[src/rtl/pwmt_pkg.sv]
package pwmt_pkg;
  localparam logic [3:0] A_CTRL   = 4'h0;
  localparam logic [3:0] A_STAT   = 4'h1;
  localparam logic [3:0] A_RELOAD = 4'h2;
  localparam logic [3:0] A_COUNT  = 4'h3;
  localparam logic [3:0] A_CHCFG  = 4'h4;
  localparam logic [3:0] A_DUTY0  = 4'h8;
  localparam int B_RUN   = 0;
  localparam int B_EXT   = 1;
  localparam int B_TAP   = 2;
  localparam int B_IRQEN = 5;
endpackage

[src/rtl/pwmt_prescale.sv]
module pwmt_prescale #(
  parameter int DIVW = 7,
  localparam int TAPW = $clog2(DIVW + 1)
) (
  input  logic            clk,
  input  logic            rst_n,
  input  logic            run,
  input  logic            src_ext,
  input  logic            ext_i,
  input  logic [TAPW-1:0] tap,
  output logic            tick
);
  logic [2:0]      sync_q;
  logic [DIVW-1:0] div_q;
  logic [DIVW-1:0] mask;
  logic            ext_rise;
  logic            src_pulse;

  always_ff @(posedge clk or negedge rst_n) begin
    if (!rst_n) sync_q <= '0;
    else        sync_q <= {sync_q[1:0], ext_i};
  end

  assign ext_rise  = sync_q[1] & ~sync_q[2];
  assign src_pulse = src_ext ? ext_rise : 1'b1;
  assign mask      = ~({DIVW{1'b1}} << tap);

  always_ff @(posedge clk or negedge rst_n) begin
    if (!rst_n)                div_q <= '0;
    else if (run && src_pulse) div_q <= div_q + 1'b1;
  end

  assign tick = run & src_pulse & ((div_q & mask) == mask);


  div_hold_chk: assert property (@(posedge clk) disable iff (!rst_n)
    !run |=> $stable(div_q));
endmodule

[src/rtl/pwmt_counter.sv]
module pwmt_counter #(
  parameter int CW = 8
) (
  input  logic          clk,
  input  logic          rst_n,
  input  logic          tick,
  input  logic          wr,
  input  logic [CW-1:0] wdata,
  input  logic [CW-1:0] reload,
  output logic [CW-1:0] cnt_q,
  output logic [CW-1:0] cnt_d,
  output logic          ovf
);
  localparam logic [CW-1:0] TOP = '1;

  assign ovf = tick & ~wr & (cnt_q == TOP);

  always_comb begin
    if (wr)        cnt_d = wdata;
    else if (ovf)  cnt_d = reload;
    else if (tick) cnt_d = cnt_q + 1'b1;
    else           cnt_d = cnt_q;
  end

  always_ff @(posedge clk or negedge rst_n) begin
    if (!rst_n) cnt_q <= '0;
    else        cnt_q <= cnt_d;
  end


  cnt_write_chk: assert property (@(posedge clk) disable iff (!rst_n)
    wr |=> cnt_q == $past(wdata));

  ovf_reload_chk: assert property (@(posedge clk) disable iff (!rst_n)
    ovf |=> cnt_q == $past(reload));

  cnt_hold_chk: assert property (@(posedge clk) disable iff (!rst_n)
    (!tick && !wr) |=> $stable(cnt_q));
endmodule

[src/rtl/pwmt_channel.sv]
module pwmt_channel #(
  parameter int CW = 8
) (
  input  logic          clk,
  input  logic          rst_n,
  input  logic          ovf,
  input  logic [CW-1:0] duty,
  input  logic [CW-1:0] reload,
  input  logic [CW-1:0] cnt_d,
  input  logic          oe,
  input  logic          pol,
  output logic          pin,
  output logic          drive
);
  logic [CW-1:0] cmp_q;
  logic          act_q;

  always_ff @(posedge clk or negedge rst_n) begin
    if (!rst_n) begin
      cmp_q <= '0;
      act_q <= 1'b0;
    end else if (ovf) begin
      cmp_q <= duty;
      act_q <= duty > reload;
    end else if (cnt_d == cmp_q) begin
      act_q <= 1'b0;
    end
  end

  assign drive = oe;
  assign pin   = oe & (act_q ? pol : ~pol);


  cmp_buffer_chk: assert property (@(posedge clk) disable iff (!rst_n)
    !ovf |=> $stable(cmp_q));

  pulse_end_chk: assert property (@(posedge clk) disable iff (!rst_n)
    (!ovf && cnt_d == cmp_q) |=> !act_q);
endmodule

[src/rtl/pwm_reload_timer.sv]
module pwm_reload_timer
  import pwmt_pkg::*;
#(
  parameter int CW   = 8,
  parameter int NCH  = 4,
  parameter int DIVW = 7,
  localparam int TAPW = $clog2(DIVW + 1)
) (
  input  logic           clk,
  input  logic           rst_n,
  input  logic           ext_clk_i,
  input  logic           reg_wr_i,
  input  logic [3:0]     reg_addr_i,
  input  logic [CW-1:0]  reg_wdata_i,
  output logic [CW-1:0]  reg_rdata_o,
  output logic [NCH-1:0] pwm_o,
  output logic [NCH-1:0] pwm_drive_o,
  output logic           irq_o
);
  logic [CW-1:0] ctrl_q, reload_q, chcfg_q;
  logic [CW-1:0] duty_q [NCH];
  logic          flag_q;
  logic          tick, ovf, cnt_wr;
  logic [CW-1:0] cnt_q, cnt_d;

  assign cnt_wr = reg_wr_i && (reg_addr_i == A_COUNT);

  always_ff @(posedge clk or negedge rst_n) begin
    if (!rst_n) begin
      ctrl_q   <= '0;
      reload_q <= '0;
      chcfg_q  <= '0;
    end else if (reg_wr_i) begin
      if (reg_addr_i == A_CTRL)   ctrl_q   <= reg_wdata_i;
      if (reg_addr_i == A_RELOAD) reload_q <= reg_wdata_i;
      if (reg_addr_i == A_CHCFG)  chcfg_q  <= reg_wdata_i;
    end
  end

  for (genvar g = 0; g < NCH; g++) begin : g_duty
    always_ff @(posedge clk or negedge rst_n) begin
      if (!rst_n) duty_q[g] <= '0;
      else if (reg_wr_i && reg_addr_i == 4'(int'(A_DUTY0) + g))
        duty_q[g] <= reg_wdata_i;
    end
  end

  always_ff @(posedge clk or negedge rst_n) begin
    if (!rst_n) flag_q <= 1'b0;
    else if (ovf) flag_q <= 1'b1;
    else if (reg_wr_i && reg_addr_i == A_STAT && reg_wdata_i[0]) flag_q <= 1'b0;
  end

  assign irq_o = flag_q & ctrl_q[B_IRQEN];

  always_comb begin
    reg_rdata_o = '0;
    case (reg_addr_i)
      A_CTRL:   reg_rdata_o = ctrl_q;
      A_STAT:   reg_rdata_o = {{(CW-1){1'b0}}, flag_q};
      A_RELOAD: reg_rdata_o = reload_q;
      A_COUNT:  reg_rdata_o = cnt_q;
      A_CHCFG:  reg_rdata_o = chcfg_q;
      default: begin
        for (int i = 0; i < NCH; i++)
          if (reg_addr_i == 4'(int'(A_DUTY0) + i)) reg_rdata_o = duty_q[i];
      end
    endcase
  end

  pwmt_prescale #(.DIVW(DIVW)) presc_i (
    .clk(clk), .rst_n(rst_n), .run(ctrl_q[B_RUN]), .src_ext(ctrl_q[B_EXT]),
    .ext_i(ext_clk_i), .tap(ctrl_q[B_TAP +: TAPW]), .tick(tick)
  );

  pwmt_counter #(.CW(CW)) cnt_i (
    .clk(clk), .rst_n(rst_n), .tick(tick), .wr(cnt_wr), .wdata(reg_wdata_i),
    .reload(reload_q), .cnt_q(cnt_q), .cnt_d(cnt_d), .ovf(ovf)
  );

  for (genvar g = 0; g < NCH; g++) begin : g_ch
    pwmt_channel #(.CW(CW)) ch_i (
      .clk(clk), .rst_n(rst_n), .ovf(ovf), .duty(duty_q[g]), .reload(reload_q),
      .cnt_d(cnt_d), .oe(chcfg_q[g]), .pol(chcfg_q[NCH + g]),
      .pin(pwm_o[g]), .drive(pwm_drive_o[g])
    );
  end


  flag_set_chk: assert property (@(posedge clk) disable iff (!rst_n)
    ovf |=> flag_q);
endmodule

[config.mk]
export PLATFORM = sky130hd
export DESIGN_NAME = pwm_reload_timer
export DESIGN_NICKNAME = d
export VERILOG_FILES = /design/src/rtl/pwmt_pkg.sv /design/src/rtl/pwmt_prescale.sv /design/src/rtl/pwmt_counter.sv /design/src/rtl/pwmt_channel.sv /design/src/rtl/pwm_reload_timer.sv
export SDC_FILE = /design/constraint.sdc
export NUM_CORES = 1
export LEC_CHECK = 0
export BUFFER_PORTS_ARGS = -buffer_cell sky130_fd_sc_hd__buf_4
export CAP_MARGIN = 20
export CORE_MARGIN = 5
export CORE_UTILIZATION = 40
export DETAILED_ROUTE_END_ITERATION = 12
export MAX_ROUTING_LAYER = met4
export PLACE_DENSITY_LB_ADDON = 0.08
export SLEW_MARGIN = 20
export SYNTH_ARGS = -nofsm -noshare
export SYNTH_HDL_FRONTEND = slang
export SYNTH_SLANG_ARGS = --single-unit
[constraint.sdc]
create_clock -name clk -period 2.97 [get_ports clk]
set_input_delay 0.4455 -clock clk [delete_from_list [all_inputs] [get_ports clk]]
set_output_delay 0.4455 -clock clk [all_outputs]
set_load 0.02 [all_outputs]
# Word-level counts from Yosys, hierarchy flattened
# Cells that the tools add are included.
[totals]
elab_cells = 98
input_bits = 16
out_inout_bits = 17
register_bits = 111
[classes]
bitwise_logic = 18
reduce_logical = 17
shift = 1
muxes = 23
n_lt_le_gt_ge = 4
n_addsub = 2
n_eq_ne = 14
[op_table]
columns = ["cell", "n"]
rows = [
  ["8-bit two-way mux", 7],
  ["8-bit one-hot mux with 5 select lines", 1],
  ["8-bit equality test", 4],
  ["8-bit greater-than comparator", 4],
  ["4-bit equality test, second input constant", 4],
  ["1-bit two-way mux", 15],
  ["1-bit bitwise AND", 10],
  ["2-bit nonzero test", 5],
  ["8-bit by 1-bit adder with 8-bit output, second input constant", 1],
  ["4-bit by 2-bit equality test with 1-bit output, second input constant", 2],
  ["8-bit equality test, second input constant", 1],
  ["1-bit logical AND", 8],
  ["7-bit by 1-bit adder with 7-bit output, second input constant", 1],
  ["7-bit bitwise AND", 1],
  ["7-bit equality test", 1],
  ["7-bit NOT", 1],
  ["7-bit by 3-bit left shift with 7-bit output, first input constant", 1],
  ["1-bit NOT", 6],
  ["2-bit AND reduction", 3],
  ["4-bit by 1-bit equality test with 1-bit output, second input constant", 1],
  ["4-bit by 3-bit equality test with 1-bit output, second input constant", 1],
  ["4-bit zero test", 1],
]

# Depth between registers and ports, before layout
# Gate-level depths: netlist (run 1).
[logic_depth]
word_depth = 12
ltp_mapped = 11
depth_no_buf = 11

# Hierarchy
# Synthesis (run 1) repeated with hierarchy kept, for this count alone.
[hier_totals]
hier_cells = 594
hier_area_um2 = 6580.1
[by_module_without_submodules]
columns = ["module", "cells_each", "n_inst", "seq_area_each_um2", "area_per_inst_um2"]
rows = [
  ["pwm_reload_timer", 245, 1, 1426.4, 2937.8],
  ["pwmt_channel", 62, 4, 225.2, 660.6],
  ["pwmt_counter", 58, 1, 200.2, 535.5],
  ["pwmt_prescale", 43, 1, 250.2, 464.2],
]

# Worst setup path after synthesis (run 1)
# Ideal clock, no wire load.
[synth_path]
path_type = "register to register"
start = "reg presc_i.sync_q[2]"
end = "reg g_ch[0].ch_i.act_q"
required_time_ps = 2834
synth_period_minus_slack_ps = 2524
stages_incl_launch_ff = 11
setup_ps = 136
path_buffers = 1
t_arrival_ps = 2388
setup_slack_ps = 446
cell_sequence = "dfrtp_1 -> nand2b_4 -> a21boi_4 -> nand3_2 -> buf_6 -> nor3_1 -> mux2_2 -> xnor2_1 -> o221ai_1 -> nor4_1 -> a31oi_1"
[synth_between]
elab_chain_cells = 11
elab_cells_between_ends = 13
cone_classes = "eq/ne (1); mux (5); bitwise (6); reduce/logical (1)"
[synth_lines]
columns = ["item", "line_no", "source"]
rows = [
  ["start, declared", "pwmt_prescale.sv:13", "logic [2:0] sync_q;"],
  ["start signal, assigned", "pwmt_prescale.sv:21", "else sync_q <= {sync_q[1:0], ext_i};"],
  ["1-bit NOT (*)", "pwmt_prescale.sv:24", "assign ext_rise = sync_q[1] & ~sync_q[2];"],
  ["1-bit bitwise AND (*)", "pwmt_prescale.sv:24", ""],
  ["1-bit two-way mux (*)", "pwmt_prescale.sv:25", "assign src_pulse = src_ext ? ext_rise : 1'b1;"],
  ["1-bit bitwise AND (*) (2 in series)", "pwmt_prescale.sv:33", "assign tick = run & src_pulse & ((div_q & mask) == mask);"],
  ["1-bit bitwise AND (2 in series)", "pwmt_counter.sv:16", "assign ovf = tick & ~wr & (cnt_q == TOP);"],
  ["8-bit two-way mux", "pwmt_counter.sv:20", "else if (ovf) cnt_d = reload;"],
  ["8-bit two-way mux", "pwmt_counter.sv:19", "if (wr) cnt_d = wdata;"],
  ["8-bit equality test", "pwmt_channel.sv:25", "end else if (cnt_d == cmp_q) begin"],
  ["2-bit nonzero test (no line)", "n/a", ""],
  ["end signal, assigned", "pwmt_channel.sv:24", "act_q <= duty > reload;"],
  ["end, declared", "pwmt_channel.sv:16", "logic act_q;"],
]
# Mark *: on every way between the ends. The rest lies on a longest branch, timed or not.
# A chain may end at the register's enable or synchronous reset.

# Worst setup path in the final report (run 1)
[layout_path]
start = "reg ctrl_q[3]"
end = "reg g_ch[2].ch_i.act_q"
[layout_between]
elab_chain_cells = 11
elab_cells_between_ends = 13
cone_classes = "eq/ne (2); shift (1); mux (4); bitwise (5); reduce/logical (1)"
[layout_lines]
columns = ["item", "line_no", "source"]
rows = [
  ["start, declared", "pwm_reload_timer.sv:20", "logic [CW-1:0] ctrl_q, reload_q, chcfg_q;"],
  ["start signal, assigned", "pwm_reload_timer.sv:34", "if (reg_addr_i == A_CTRL) ctrl_q <= reg_wdata_i;"],
  ["7-bit by 3-bit left shift with 7-bit output (*)", "pwmt_prescale.sv:26", "assign mask = ~({DIVW{1'b1}} << tap);"],
  ["7-bit NOT (*)", "pwmt_prescale.sv:26", ""],
  ["7-bit bitwise AND", "pwmt_prescale.sv:33", ""],
  ["7-bit equality test (*)", "pwmt_prescale.sv:33", ""],
  ["1-bit bitwise AND (*)", "pwmt_prescale.sv:33", ""],
  ["1-bit bitwise AND (2 in series)", "pwmt_counter.sv:16", ""],
  ["8-bit two-way mux", "pwmt_counter.sv:20", ""],
  ["8-bit two-way mux", "pwmt_counter.sv:19", ""],
  ["8-bit equality test", "pwmt_channel.sv:25", ""],
  ["2-bit nonzero test (no line)", "n/a", ""],
  ["end signal, assigned", "pwmt_channel.sv:24", ""],
  ["end, declared", "pwmt_channel.sv:16", ""],
]
# Marks and branches as above.

==> metrics, run 1 <==
Post-synth top cells nand2_1 (129), dfrtp_1 (111), mux2_2 (52); antenna viol nets, final 0; CTS buffer count 9; Hold Vio Cnt, Final 0; RR Startpoint ctrl_q[3]$_DFFE_PN0P_; Fin Clk Skew around 0.014 ns; grt ovf 0; Most used DFF post-synth dfrtp_1; row cnt 47; leading area contributor after synthesis dfrtp_1; Remaining DRCs 0; total wire length between 20 and 25 mm; Reg2Reg Setup Slack between 0.1 and 0.15 ns; Sink Count between 100 and 150; maximum clock frequency 350 MHz; RSZ-0062 raised after global routing false; Max-cap violations 0; worst endpoint required time 3.18 ns; post-DP HPWL 15.6 mm; Hold Crit Class primary input to async pin; largest net degree at the start of global routing 53; Leak around 3.5 nW; Peak VDD IR around 0.36 mV; chip width about 140 um; GPL Wtd Cong 0.904; register area about 0.0028 mm2; Tmin final 2.86 ns; fin crit share a little over nine tenths; area taken by multi-input logic gates approximately 0.0036 mm2; Avg WL per Cell 21.5 um; largest cells by area after synthesis dfrtp_1 (42%), mux2_2 (8.8%), nand2_1 (7.3%); initial antenna violation count 0; insertion delay to the later sink of the worst-skew pair approximately 0.36 ns; vias in the first global route ~5200; Iter 0 DRT Violations approximately 410; Clock transition at path regs 0.08 ns; fill count roughly 1500; yosys warns 0; Pre-Repair DR Iteration Count 5; Synth async-reset ratio between 90% and 100%; Slew HR roughly 52%; DIE AREA 0.0192 mm2; CTS H-tree depth 3; ANT cells 0; IO Pins 33; Yosys cell types 58; area grow syn2layout 13.3%; actual slew at the worst max-slew pin approximately 0.73 ns; final count of pins violating max slew 0; Synth Net Count roughly 730; clock root cell clkbuf_16; die span in y 139 um; element type at the critical path start flip-flop; Synth Cell Area 0.00662 mm2; Setup WS post-layout between 0.1 and 0.15 ns; WP data arrival about 3.1 ns; sequential-to-total area share from yosys stat between 40% and 50%; most common cell in the netlist nand2_1; Crit Path Max Fanout 7; RR Endpoint g_ch[2].ch_i.act_q$_DFFE_PN0P_; first-pass GRT wire length 32.0 mm; Mean Syn Cell Area 9.67 um2; fin nets a little under 800; worst-case clock buffer depth 2; hold_buf cts 0; Yosys reg bits around 110; Synth top area share 42.0%; starting density of the core between 40% and 50%; Setup WS pre-CTS 0.147 ns; Post-synth EDFFs 0; kind of critical path flip-flop to flip-flop; status finished, final reports clean; Reg2Reg Depth 9; layout cells sized above 1 a little over a fifth; TritonCTS clock tree done; Global Route Usage Sum about 22%; PD cells between 700 and 800 mW/mm2; Setup Viol. Count Final 0; Setup TNS Final 0 ns; crit end category flip-flop; synthesized netlist cell count slightly below 700; port bufs 32; DR vias/cell between 5 and 6; Core ar. between 0.015 and 0.02 mm2; DR vias about 5200
==> worst max-delay path: stages, from the launching register on <==
cell,delay (ns)
dfrtp_1,0.44
o31ai_1,0.32
nand2_1,0.18
buf_4,0.21
nor4_4,0.42
nand2_1,0.10
a31o_2,0.31
xnor2_1,0.17
a2111oi_2,0.38
a41oi_1,0.17
==> cell families after synthesis <==
kind of cell    share of synthesized area [%]
xor+xnor                                 6.07
fa+ha+maj                                6.43
mux                                      12.3
flops                                    42.0
simple gates                             17.2
compound gates                           11.6
buf+inv                                  4.42
==> worst max-delay path by stage <==
stage | startpoint | to | slack [ns] | depth (start not counted)
global route | ctrl_q[3]$_DFFE_PN0P_ | g_ch[1].ch_i.act_q$_DFFE_PN0P_ | 0.0008 | 10
CTS | ctrl_q[3]$_DFFE_PN0P_ | g_ch[2].ch_i.act_q$_DFFE_PN0P_ | 0.15 | 9
detailed placement | reg_addr_i[1] | g_ch[1].ch_i.act_q$_DFFE_PN0P_ | 0.15 | 9
finish | ctrl_q[3]$_DFFE_PN0P_ | g_ch[2].ch_i.act_q$_DFFE_PN0P_ | 0.11 | 9
global placement | ctrl_q[3]$_DFFE_PN0P_ | g_ch[2].ch_i.act_q$_DFFE_PN0P_ | 0.12 | 9
floorplan | presc_i.sync_q[2]$_DFF_PN0_ | g_ch[0].ch_i.act_q$_DFFE_PN0P_ | 0.45 | 10
==> cells in the final DEF (no fill, tap or decap), types with 7 or more instances in the layout <==
| cell | Yosys | routed |
|---|---|---|
| a21oi_1 | 34 | 34 |
| mux2_2 | 52 | 52 |
| nand3_1 | 14 | 14 |
| nor3_1 | 8 | 8 |
| o21ai_0 | 37 | 37 |
| xor2_1 | 14 | 14 |
| a21o_1 | 12 | 12 |
| buf_4 | 9 | 63 |
| dfrtp_1 | 111 | 111 |
| ha_1 | 34 | 34 |
| nor2_1 | 35 | 35 |
| a31oi_1 | 9 | 9 |
| nand4_1 | 15 | 15 |
| xnor2_1 | 30 | 30 |
| clkbuf_16 | 0 | 9 |
| mux2i_1 | 8 | 8 |
| nand2b_1 | 7 | 7 |
| inv_1 | 23 | 23 |
| nand2_1 | 129 | 129 |
==> routing by layer <==
metal / wire length, um / track usage, %
met1: 9360 / 30.4
met2: 9590 / 33.6
met3: 880 / 4.62
met4: 538 / 7.16
met5: 0 / -
==> metrics by stage <==
stage               utilization (%)  power (mW)  instances  area, um2  hold slack, ns
global placement               43.9        4.15        928       7200           0.334
global route                   45.7        5.75        945       7500           0.175
finish                         45.7        5.37        945       7500           0.135
floorplan                         -        3.52        684       6620           0.150
CTS                            45.6        5.41        944       7490           0.150
detailed placement             43.9        4.18        928       7200           0.336
==> registers in the layout, summed over array words and instances, names as in the netlist <==
| name | cells |
|---|---|
| flag_q | 1 |
| duty_q | 32 |
| presc_i.div_q | 7 |
| g_ch.ch_i.cmp_q | 32 |
| chcfg_q | 8 |
| cnt_i.cnt_q | 8 |
| presc_i.sync_q | 3 |
| reload_q | 8 |
| ctrl_q | 8 |
| g_ch.ch_i.act_q | 4 |
==> final cells by class <==
cell class / count / area share [%]
multi-input cells: 509 / 47.4
flip-flops and latches: 111 / 37.0
repair buffers: 65 / 6.84
well taps: 220 / 3.67
clock buffers: 10 / 3.05
inverters: 24 / 1.20
clock inverters: 6 / 0.817
==> where the power goes <==
part / internal [mW] / total, mW / switching (mW)
registers: 1.80 / 2.17 / 0.376
logic: 0.917 / 1.99 / 1.07
clock network: 0.591 / 1.20 / 0.610
total: 3.31 / 5.37 / 2.06
==> timing repair <==
item,CTS,global route
gates resized for setup,0,1
endpoints found under the setup margin,0,3
setup buffers,0,1
No activity file was read; power rests on OpenSTA's default activity.
==> run 2: changes to the inputs <==
- CELL_PAD_IN_SITES_DETAIL_PLACEMENT: default -> 0
- CELL_PAD_IN_SITES_GLOBAL_PLACEMENT: default -> 1
- CORE_MARGIN: 5 -> default
==> run 2 against run 1 <==
Net effect:
- sequential cell count did not move
- hold slack got worse by 0.016 ns
- maximum frequency is essentially flat
- first-iteration DRC count decreased by 15%
- count of clock-buffer cells in the layout unchanged
- via count shrank 0.40%
- global-route usage rose by 3.8 points
- non-clock buffer count up 2
- core utilization grew 1.4 points
- sequential power about the same
- die area is 11% lower
==> metrics, run 2 (same netlist as run 1, synthesis figures left out) <==
worst endpoint required time 3.20 ns (+0.02 ns); commonest non-fill, non-tap cell in the layout nand2_1; RR Endpoint g_ch[0].ch_i.act_q$_DFFE_PN0P_; Iter 0 DRT Violations 352 (-15%); largest net degree at the start of global routing 52 (-1.9%); commonest cells after routing, fill and taps aside nand2_1 (128), dfrtp_1 (111), buf_4 (65); chip width 131 um (-5.8%); kind of critical path flip-flop to flip-flop; actual slew at the worst max-slew pin 0.716 ns (-0.00959 ns); Crit Path Max Fanout 8 (+1); clock root cell clkbuf_16; final count of pins violating max slew 0 (unchanged); Global Route Usage Sum 26.1% (+3.8 points); Hold Crit Class primary input to async pin; DIE AREA 0.0171 mm2 (-11%); Setup Viol. Count Final 0 (unchanged); Peak VDD IR 0.343 mV (-5.4%); IO Pins 33 (unchanged); Core ar. 0.0160 mm2 (-2.5%); status finished, final reports clean; Leak 3.49 nW (+0.42%); Worst path slowest cell dfrtp_1; port bufs 32 (unchanged); die span in y 131 um (-5.8%); Power, Total 5.42 mW (+0.95%); Slew HR 52.2% (+0.64 points); Clock transition at path regs 0.08 ns (about the same); Sink Count 111 (unchanged); max incr delay on CP 0.45 ns (about the same); critical path cell sequence a21boi_0, o21ai_1, nand3_2, buf_4, nor3_2, mux2_2, xnor2_1, o221ai_1, nor4_1, a31oi_1; vias in the first global route 5225 (-0.076%); Hold Vio Cnt, Final 0 (unchanged); crit end category flip-flop; WP data arrival 3.08 ns (+0.02 ns); insertion delay to the later sink of the worst-skew pair 0.36 ns (about the same); maximum clock frequency 350 MHz (about the same); area grow syn2layout 14.0%; Remaining DRCs 0 (unchanged); layout cells sized above 1 22.0% (+0.90 points); hold_buf cts 0 (unchanged); Setup WS pre-CTS -0.0108 ns (-0.158 ns); fin crit share 96.2% (about the same); Setup TNS Final 0 ns (unchanged); ANT cells 0 (unchanged); TritonCTS clock tree done; Tmin final 2.86 ns (+0.000908 ns); first-pass GRT wire length 30.9 mm (-3.2%); Fin Clk Skew 0.00979 ns (-0.00387 ns); Worst setup startpoint ctrl_q[3]$_DFFE_PN0P_; Avg WL per Cell 21.2 um (-1.6%); Reg2Reg Depth 10 (+1); grt ovf 0 (unchanged); PD cells 718 mW/mm2 (+0.40%); Reg2Reg Setup Slack 0.11 ns (about the same); DR vias 5190 (-0.40%); RSZ-0062 raised after global routing false; GPL Wtd Cong 0.910 (+0.75%); initial antenna violation count 0 (unchanged); CTS buffer count 9 (unchanged); CTS H-tree depth 3 (unchanged); Max-cap violations 0 (unchanged); biggest regs duty_q (32), g_ch.ch_i.cmp_q (32); fin nets 772 (+0.26%); row cnt 46 (-2.1%); RR Startpoint ctrl_q[3]$_DFFE_PN0P_; antenna viol nets, final 0 (unchanged); Setup WS post-layout 0.114 ns (-0.000908 ns); DR vias/cell 5.50 (-0.19%); element type at the critical path start flip-flop; CP endpoint g_ch[0].ch_i.act_q$_DFFE_PN0P_; starting density of the core 41.4% (+1.0 points); post-DP HPWL 15.3 mm (-2.1%); worst-case clock buffer depth 2 (unchanged); fill count 1561 (+1.2%); total wire length 20.0 mm (-1.8%); Pre-Repair DR Iteration Count 7 (+2)
## run 2: critical path, delay by kind of cell, from the launching register on
family                 cells  cell delay [ns]
buffers and inverters      1             0.22
AND/OR/NAND/NOR            3             0.82
multiplexers               1             0.43
flip-flops                 1             0.45
AO/OA/AOI/OAI              4             0.62
XOR/XNOR                   1             0.18
## run 2: worst min path at each step
stage | endpoint | slack, ns | cells past startpoint
6_report | presc_i.div_q[3]$_DFFE_PN0P_ | 0.12 | 1
5_1_grt | presc_i.div_q[2]$_DFFE_PN0P_ | 0.17 | 1
3_5_place_dp | presc_i.sync_q[1]$_DFF_PN0_ | 0.34 | 0
2_1_floorplan | chcfg_q[0]$_DFFE_PN0P_ | 0.15 | 0
4_1_cts | presc_i.div_q[3]$_DFFE_PN0P_ | 0.16 | 1
3_3_place_gp | presc_i.sync_q[1]$_DFF_PN0_ | 0.34 | 0
## run 2: report_power, final
part	internal [mW]	switching, mW
clock network	0.586	0.602
registers	1.80	0.359
logic	0.949	1.12
total	3.33	2.08
## run 2: cell type report
cell class	count	area, um2	area share, %
multi-input cells	509	3600	47.7
flip-flops and latches	111	2780	36.8
repair buffers	67	528	7.00
well taps	216	270	3.58
clock buffers	10	229	3.04
inverters	24	90.1	1.19
clock inverters	6	50.0	0.664
## run 2: metal layers
metal | up-vias | global-route usage (%) | share of wire, %
met5 | - | - | 0
met4 | 0 | 7.71 | 2.1
met3 | 21 | 4.36 | 3.5
met2 | 114 | 40.1 | 47
met1 | 2596 | 35.3 | 47
li1 | 2459 | - | -
## run 2: repair_timing
| action | 4_1_cts | 5_1_grt |
|---|---|---|
| endpoints found under the setup margin | 2 | 4 |
| pin swaps | 0 | 2 |
| gates resized for setup | 2 | 6 |
| buffers inserted | 0 | 1 |
## run 2: stage by stage
stage	hold slack [ns]	utilization, %	instance area [um2]	cells
floorplan	0.150	-	6620	684
global placement	0.335	45.0	7210	926
detailed placement	0.336	45.0	7210	926
CTS	0.160	46.9	7500	942
global route	0.166	47.1	7540	943
finish	0.119	47.1	7540	943
